**config.mk**
```make
export PLATFORM = sky130hd
export DESIGN_NAME = bus_port
export DESIGN_NICKNAME = d
export VERILOG_FILES = /design/src/rtl/bus_port_pkg.sv /design/src/rtl/bus_port_latch.sv /design/src/rtl/bus_port_strobe.sv /design/src/rtl/bus_port.sv
export SDC_FILE = /design/constraint.sdc
export NUM_CORES = 1
export LEC_CHECK = 0
export BUFFER_PORTS_ARGS = -buffer_cell sky130_fd_sc_hd__buf_2
export CORE_ASPECT_RATIO = 0.8
export CORE_UTILIZATION = 25
export DETAILED_ROUTE_END_ITERATION = 8
export PLACE_DENSITY_LB_ADDON = 0.05
export SLEW_MARGIN = 20
export SYNTH_ARGS = -nofsm -noshare
export SYNTH_HDL_FRONTEND = slang
export SYNTH_SLANG_ARGS = --single-unit
```
**constraint.sdc**
```tcl
create_clock -name clk_i -period 1.85 [get_ports clk_i]
set_clock_uncertainty 0.1 [all_clocks]
set_input_delay 0 -clock clk_i [delete_from_list [all_inputs] [get_ports clk_i]]
set_output_delay 0 -clock clk_i [all_outputs]
set_load 0.05 [all_outputs]
```
**src/rtl/bus_port_pkg.sv**
```systemverilog
package bus_port_pkg;
  typedef enum logic [2:0] {
    OP_NOP    = 3'd0,
    OP_LOAD   = 3'd1,
    OP_AND    = 3'd2,
    OP_OR     = 3'd3,
    OP_SAMPLE = 3'd4,
    OP_XRD    = 3'd5,
    OP_XWR    = 3'd6
  } op_e;

  typedef enum logic [1:0] {
    ST_IDLE = 2'd0,
    ST_RD   = 2'd1,
    ST_WR   = 2'd2
  } strobe_st_e;
endpackage

```
**src/rtl/bus_port_latch.sv**
```systemverilog
module bus_port_latch
  import bus_port_pkg::*;
#(
  parameter int W = 8
) (
  input  logic         clk_i,
  input  logic         rst_ni,
  input  logic         accept_i,
  input  op_e          op_i,
  input  logic [W-1:0] data_i,
  output logic [W-1:0] latch_o,
  output logic         drive_o
);
  always_ff @(posedge clk_i or negedge rst_ni) begin
    if (!rst_ni) begin
      latch_o <= '1;
      drive_o <= 1'b0;
    end else if (accept_i) begin
      unique case (op_i)
        OP_LOAD: begin latch_o <= data_i;           drive_o <= 1'b1; end
        OP_AND:  begin latch_o <= latch_o & data_i; drive_o <= 1'b1; end
        OP_OR:   begin latch_o <= latch_o | data_i; drive_o <= 1'b1; end
        OP_SAMPLE, OP_XRD, OP_XWR: drive_o <= 1'b0;
        default: ;
      endcase
    end
  end

  p_latch_hold_r3: assert property (@(posedge clk_i) disable iff (!rst_ni)
    !accept_i |=> $stable(latch_o));
endmodule

```
**src/rtl/bus_port_strobe.sv**
```systemverilog
module bus_port_strobe
  import bus_port_pkg::*;
#(
  parameter int W             = 8,
  parameter int STROBE_CYCLES = 2
) (
  input  logic         clk_i,
  input  logic         rst_ni,
  input  logic         start_rd_i,
  input  logic         start_wr_i,
  input  logic [W-1:0] wdata_i,
  output logic         rd_n_o,
  output logic         wr_n_o,
  output logic         busy_o,
  output logic         wr_drive_o,
  output logic [W-1:0] wdata_o,
  output logic         rd_last_o
);
  localparam int CW = (STROBE_CYCLES > 1) ? $clog2(STROBE_CYCLES) : 1;
  localparam logic [CW-1:0] LAST = CW'(STROBE_CYCLES - 1);

  strobe_st_e    state_q;
  logic [CW-1:0] cnt_q;
  logic          last;

  assign last = (cnt_q == LAST);

  always_ff @(posedge clk_i or negedge rst_ni) begin
    if (!rst_ni) begin
      state_q <= ST_IDLE;
      cnt_q   <= '0;
      wdata_o <= '0;
    end else begin
      unique case (state_q)
        ST_IDLE: begin
          cnt_q <= '0;
          if (start_wr_i) begin
            state_q <= ST_WR;
            wdata_o <= wdata_i;
          end else if (start_rd_i) begin
            state_q <= ST_RD;
          end
        end
        default: begin
          if (last) begin
            state_q <= ST_IDLE;
            cnt_q   <= '0;
          end else begin
            cnt_q <= cnt_q + 1'b1;
          end
        end
      endcase
    end
  end

  assign rd_n_o     = (state_q != ST_RD);
  assign wr_n_o     = (state_q != ST_WR);
  assign busy_o     = (state_q != ST_IDLE);
  assign wr_drive_o = (state_q == ST_WR);
  assign rd_last_o  = (state_q == ST_RD) && last;

  p_start_idle_r8: assert property (@(posedge clk_i) disable iff (!rst_ni)
    (start_rd_i || start_wr_i) |-> !busy_o);
  p_wr_data_stable_r5: assert property (@(posedge clk_i) disable iff (!rst_ni)
    (!wr_n_o && $past(!wr_n_o)) |-> $stable(wdata_o));
endmodule

```
**src/rtl/bus_port.sv**
```systemverilog
module bus_port
  import bus_port_pkg::*;
#(
  parameter int W             = 8,
  parameter int STROBE_CYCLES = 2
) (
  input  logic         clk_i,
  input  logic         rst_ni,
  input  logic         cmd_valid_i,
  input  logic [2:0]   cmd_op_i,
  input  logic [W-1:0] cmd_data_i,
  output logic         busy_o,
  output logic [W-1:0] rdata_o,
  output logic         done_o,
  input  logic [W-1:0] bus_i,
  output logic [W-1:0] bus_o,
  output logic         bus_oe_o,
  output logic         rd_n_o,
  output logic         wr_n_o
);
  op_e          op;
  logic         accept;
  logic [W-1:0] latch;
  logic         drive;
  logic         wr_drive;
  logic [W-1:0] wdata;
  logic         rd_last;
  logic         sample_now;

  assign op         = op_e'(cmd_op_i);
  assign accept     = cmd_valid_i && !busy_o;
  assign sample_now = accept && (op == OP_SAMPLE);

  bus_port_latch #(.W(W)) u_latch (
    .clk_i   (clk_i),
    .rst_ni  (rst_ni),
    .accept_i(accept),
    .op_i    (op),
    .data_i  (cmd_data_i),
    .latch_o (latch),
    .drive_o (drive)
  );

  bus_port_strobe #(.W(W), .STROBE_CYCLES(STROBE_CYCLES)) u_strobe (
    .clk_i     (clk_i),
    .rst_ni    (rst_ni),
    .start_rd_i(accept && (op == OP_XRD)),
    .start_wr_i(accept && (op == OP_XWR)),
    .wdata_i   (cmd_data_i),
    .rd_n_o    (rd_n_o),
    .wr_n_o    (wr_n_o),
    .busy_o    (busy_o),
    .wr_drive_o(wr_drive),
    .wdata_o   (wdata),
    .rd_last_o (rd_last)
  );

  always_ff @(posedge clk_i or negedge rst_ni) begin
    if (!rst_ni) begin
      rdata_o <= '0;
      done_o  <= 1'b0;
    end else begin
      done_o <= sample_now || rd_last;
      if (sample_now || rd_last) rdata_o <= bus_i;
    end
  end

  assign bus_oe_o = wr_drive || drive;
  assign bus_o    = wr_drive ? wdata : latch;

  p_strobe_excl_r9: assert property (@(posedge clk_i) disable iff (!rst_ni)
    !(!rd_n_o && !wr_n_o));
  p_no_oe_on_read_r9: assert property (@(posedge clk_i) disable iff (!rst_ni)
    !rd_n_o |-> !bus_oe_o);
  p_rd_done_r6: assert property (@(posedge clk_i) disable iff (!rst_ni)
    $rose(rd_n_o) |-> done_o);
  p_busy_strobe_r8: assert property (@(posedge clk_i) disable iff (!rst_ni)
    (!rd_n_o || !wr_n_o) |-> busy_o);
  p_wr_oe_r5: assert property (@(posedge clk_i) disable iff (!rst_ni)
    !wr_n_o |-> bus_oe_o);
endmodule

```
# After elaboration in Yosys (flattened, before gate mapping)
# Index checks and enable logic that the tools add are counted.
dict set report word_totals {
  register_bits 29
  out_inout_bits 21
  in_bits 22
  word_cells 49
}
dict set report op_classes {
  bitwise_logic 2
  n_reduce_logical 19
  n_addsub 1
  n_eq_ne 11
  muxes 9
}
# cell n
set ops {}
lappend ops {{8-bit case mux with 3 select lines} 1}
lappend ops {{3-bit equality test (second input constant)} 3}
lappend ops {{8-bit bitwise AND} 1}
lappend ops {{2-bit two-way mux} 4}
lappend ops {{8-bit two-way mux} 1}
lappend ops {{8-bit bitwise OR} 1}
lappend ops {{2-bit AND reduction} 4}
lappend ops {{3-bit by 2-bit equality test with 1-bit output (second input constant)} 2}
lappend ops {{2-bit nonzero test} 3}
lappend ops {{3-bit OR reduction} 2}
lappend ops {{1-bit logical AND} 5}
lappend ops {{3-bit by 1-bit equality test with 1-bit output (second input constant)} 1}
lappend ops {{3-bit by 1-bit != test with 1-bit output (second input constant)} 1}
lappend ops {{3-bit nonzero test} 1}
lappend ops {{2-bit by 1-bit equality test with 1-bit output (second input constant)} 1}
lappend ops {{2-bit equality test (second input constant)} 1}
lappend ops {{2-bit logical NOT} 1}
lappend ops {{1-bit logical OR} 2}
lappend ops {{1-bit two-way mux} 2}
lappend ops {{2-bit by 1-bit != test with 1-bit output (second input constant)} 1}
lappend ops {{2-bit != test (second input constant)} 1}
lappend ops {{1-bit case mux with 2 select lines} 1}
lappend ops {{1-bit adder (second input constant)} 1}
lappend ops {{1-bit logical NOT} 1}

# Logic depth before layout (Yosys ltp)
dict set report depth {
  word_depth 7
  depth_mapped 4
  mapped_depth_nobuf 3
}

# Modules after synthesis
# From an unflattened synthesis, not the netlist that was laid out.
dict set report unflattened {
  cells_unflattened 109
  hier_area_um2 1403.8
}
# mod seq_area_each_um2 area_each_um2 cells_per_inst instances
set by_module_without_submodules {}
lappend by_module_without_submodules {bus_port 225.2 480.5 34 1}
lappend by_module_without_submodules {bus_port_latch 235.2 473.0 45 1}
lappend by_module_without_submodules {bus_port_strobe 275.3 450.4 30 1}

# Worst setup path after synthesis
# Ideal clock, no wire load.
dict set report synth_path {
  path_kind {reg2reg}
  from {register u_strobe.state_q[0]}
  to {register rdata_o[1]}
  stages_incl_launch_ff 5
  t_required_ps 1625
  setup_time_ps 125
  synth_period_minus_slack_ps 1579
  arrival_time_ps 1354
  setup_slack_ps 271
  n_path_buf 1
  path_cell_list {dfrtp_1 -> buf_4 -> and4bb_4 -> a32oi_4 -> mux2_2}
}
dict set report synth_between {
  elab_chain_cells 5
  word_cells_on_any_way 7
  classes_between {eq/ne (1); reduce/logical (6)}
}
# element line
set synth_rtl {}
lappend synth_rtl {{start, declared} bus_port_strobe.sv:22} ;# strobe_st_e state_q;
lappend synth_rtl {{start signal, assigned} bus_port_strobe.sv:30} ;# state_q <= ST_IDLE;
lappend synth_rtl {{start signal, assigned} bus_port_strobe.sv:38} ;# state_q <= ST_WR;
lappend synth_rtl {{start signal, assigned} bus_port_strobe.sv:41} ;# state_q <= ST_RD;
lappend synth_rtl {{2-bit nonzero test} bus_port_strobe.sv:58} ;# assign busy_o = (state_q != ST_IDLE);
lappend synth_rtl {{1-bit logical NOT} bus_port.sv:31} ;# assign accept = cmd_valid_i && !busy_o;
lappend synth_rtl {{1-bit logical AND} bus_port.sv:31}
lappend synth_rtl {{1-bit logical AND} bus_port.sv:32} ;# assign sample_now = accept && (op == OP_SAMPLE);
lappend synth_rtl {{1-bit logical OR *} bus_port.sv:64} ;# if (sample_now || rd_last) rdata_o <= bus_i;
lappend synth_rtl {{end signal, assigned} bus_port.sv:64}
lappend synth_rtl {{end, declared} bus_port.sv:13} ;# output logic [W-1:0] rdata_o,
# Mark *: on every way between the ends. The rest lies on a longest branch, timed or not.
# A chain may end at the register's enable or synchronous reset.

# Final worst setup path
dict set report layout_path {
  from {register u_strobe.state_q[1]}
  to {output port bus_o[2]}
}
dict set report layout_between {
  elab_chain_cells 2
}
# element line
set layout_rtl {}
lappend layout_rtl {{2-bit equality test} bus_port_strobe.sv:59} ;# assign wr_drive_o = (state_q == ST_WR);
lappend layout_rtl {{8-bit two-way mux} bus_port.sv:69} ;# assign bus_o = wr_drive ? wdata : latch;
lappend layout_rtl {{end, declared} bus_port.sv:16} ;# output logic [W-1:0] bus_o,
# Every way passes these cells.

==> results_dict.tcl <==
set metrics [dict create \
    p_total_mw 3.58 \
    drt_iter0_drc 29 \
    synth.distinct_cells 28 \
    start_util 0.265 \
    io_pins 43 \
    synth.avg_cell_area_um2 13.8 \
    core_area_um2 5120 \
    yosys.cell_count.top_type "mux2_2" \
    drt-met1-wl_um 1480 \
    min_from "cmd_op_i[0]" \
    drt-total-wl_um 3100 \
    leakage_nw 0.908 \
    worstPathMaxFanout 6 \
    status "complete, but fails checks" \
    final_antenna_net_count 0 \
    regToRegStartpoint "u_strobe.state_q[0]" \
    power_density_nw_per_um2 1850 \
    relSlewSlack 0.573 \
    fmax_mhz 572 \
    hold_slack_ns 0.0916 \
    postCtsSetupRepairBufs 0 \
    holdCritPathClass "input port to register" \
    worstSkewPairLatency_ns 0.27 \
    syn_to_final_growth_pct 42.3 \
    ys.flop_type "dfrtp_1" \
    drv_cap 0 \
    syn_nets 120 \
    reg2reg_to "rdata_o[1]" \
    r2r_cells 3 \
    grt_pass1_wl_um 5230 \
    hold_path_end "u_latch.latch_o[6]" \
    ys_async_sr_fraction 1.00 \
    max-vdd-ir-drop_mv 0.704 \
    layout.nets 189 \
    cts.sinks 29 \
    clkTransAtPathRegs_ns 0.06 \
    track_usage 0.123 \
    die_area_um2 5730 \
    synth_top_area_frac 0.387 \
    synth_commonest_cells "mux2_2, dfrtp_1, dfstp_2, a41o_1, o21a_1" \
    grt_max_degree 30 \
    io_buffers 42 \
    hold_viol 0 \
    end_kind "output pin" \
    worst_pin_slew_ns 0.640 \
    antenna_found_initial 0 \
    ys_ff_latch 29 \
    clockBufferDepth 2 \
    wl_met2_um 1450 \
    synthTopCellsByArea "dfrtp_1, mux2_2, dfstp_2" \
    route.detailed.drc 1 \
    cts_buffers 5 \
    rows 23 \
    synth_edf_count 0 \
    finalSetupViolCount 0 \
    cp_data_required_time_ns 1.75 \
    period_share 0.945 \
    synth_top_cell_by_area "dfrtp_1" \
    final.setup.tns_ns 0 \
    dp_hpwl_um 2230 \
    num_vias 1027 \
    htree_levels 2 \
    die-width_um 84.4 \
    drive_above_1_share 0.548 \
    grt.overflow.total 0 \
    crit_path_start_kind "register" \
    synth_area_um2 1360 \
    cts-root-buf "clkbuf_8" \
    yosys_warnings 0 \
    die_y_um 67.9 \
    num_antenna_cells 0 \
    wire_per_inst_um 13.5 \
    synthCells 98 \
    wl_met3_um 129 \
    routed.top_layer "met4" \
    crit_type "register to output pin" \
    dr.pass1.iters 8 \
    tritoncts "yes" \
    critPathArrivalTime_ns 1.65 \
    rsz0062_at_grt "no" \
    ys_seq_area_frac 0.542 \
    gp_congestion 0.760 \
    ff2ff_setup_slack_ns 0.14 \
    fin_crit_ns 1.75 \
    min_path_cells 3 \
    final_max_slew_viol_count 0 \
    violations "DRC" \
    vias_per_cell 4.47 \
    grt_pass1_vias 1063 \
]
## metrics by stage
stage	instance area (um2)	worst slack, ns	cells	util
final	1930	0.102	230	0.377
after global routing	1930	0.0182	230	0.377
after CTS	1930	0.0153	230	0.376
after detailed placement	1660	0.131	203	0.324
after global placement	1660	0.179	203	0.324
after floorplan	1360	0.271	98	-
## placed cells by master, fill, tap and decap left out, drive strengths merged, types with 4 or more instances in the layout
cell	n
a41o	6
dlygate4sd3	19
nand2	4
dfrtp	21
buf	46
o21a	6
clkbuf	8
dfstp	8
mux2	24
inv	6
## registers in the layout (all words and copies together), names as in the netlist
signal	count
rdata_o	8
u_latch.latch_o	8
u_strobe.wdata_o	8
u_strobe.state_q	2
done_o	1
u_latch.drive_o	1
u_strobe.cnt_q	1
## cells by family (layout without fill, tap and decap cells)
| group | count (synthesis) | in the layout | synth area share |
|---|---|---|---|
| simple gates | 13 | 13 | 0.0757 |
| xor+xnor | 1 | 1 | 0.00646 |
| buf+inv | 9 | 79 | 0.0286 |
| mux | 24 | 24 | 0.199 |
| compound gates | 22 | 22 | 0.148 |
| flops | 29 | 29 | 0.542 |
## routing by layer
| metal | vias up | track usage |
|---|---|---|
| met5 | - | 0 |
| met4 | 0 | 0.0636 |
| met3 | 4 | 0.0446 |
| met2 | 23 | 0.195 |
| met1 | 497 | 0.151 |
| li1 | 503 | - |
## worst max path at each step
stage	startpoint	to	slack, ns	cells after the start
after floorplan	u_strobe.state_q[0]	rdata_o[1]	0.27	4
after global placement	u_strobe.state_q[0]	rdata_o[4]	0.18	3
after detailed placement	u_strobe.state_q[0]	rdata_o[3]	0.13	3
after CTS	u_strobe.state_q[1]	bus_o[6]	0.02	5
after global routing	u_strobe.state_q[1]	bus_o[3]	0.02	5
final	u_strobe.state_q[1]	bus_o[2]	0.10	5
## timing repair
| action | in CTS | in global routing |
|---|---|---|
| setup endpoints to repair | 0 | 6 |
| resized for setup | 0 | 1 |
| endpoints found under the hold margin | 46 | 0 |
| hold buffers | 19 | 0 |
## worst max-delay path, stage by stage, from the launching register on
cell     delay, ns
dfrtp_2       0.41
inv_2         0.09
nor2_2        0.15
buf_4         0.18
mux2_2        0.33
buf_2         0.21
## area by class of cell
class	count	area, um2
flip-flops and latches	29	737
fillers	510	3190
clock buffers	8	80.1
well taps	62	77.6
repair buffers	65	430
inverters	6	22.5
multi-input cells	60	582
## power breakdown
part           leakage, nW  internal, mW  switching (mW)  total [mW]
registers            0.340         0.978           0.167        1.15
logic                0.529         0.663            1.28        1.94
clock network       0.0395         0.266           0.222       0.488
Note: power is estimated with default switching activity, not from simulation.
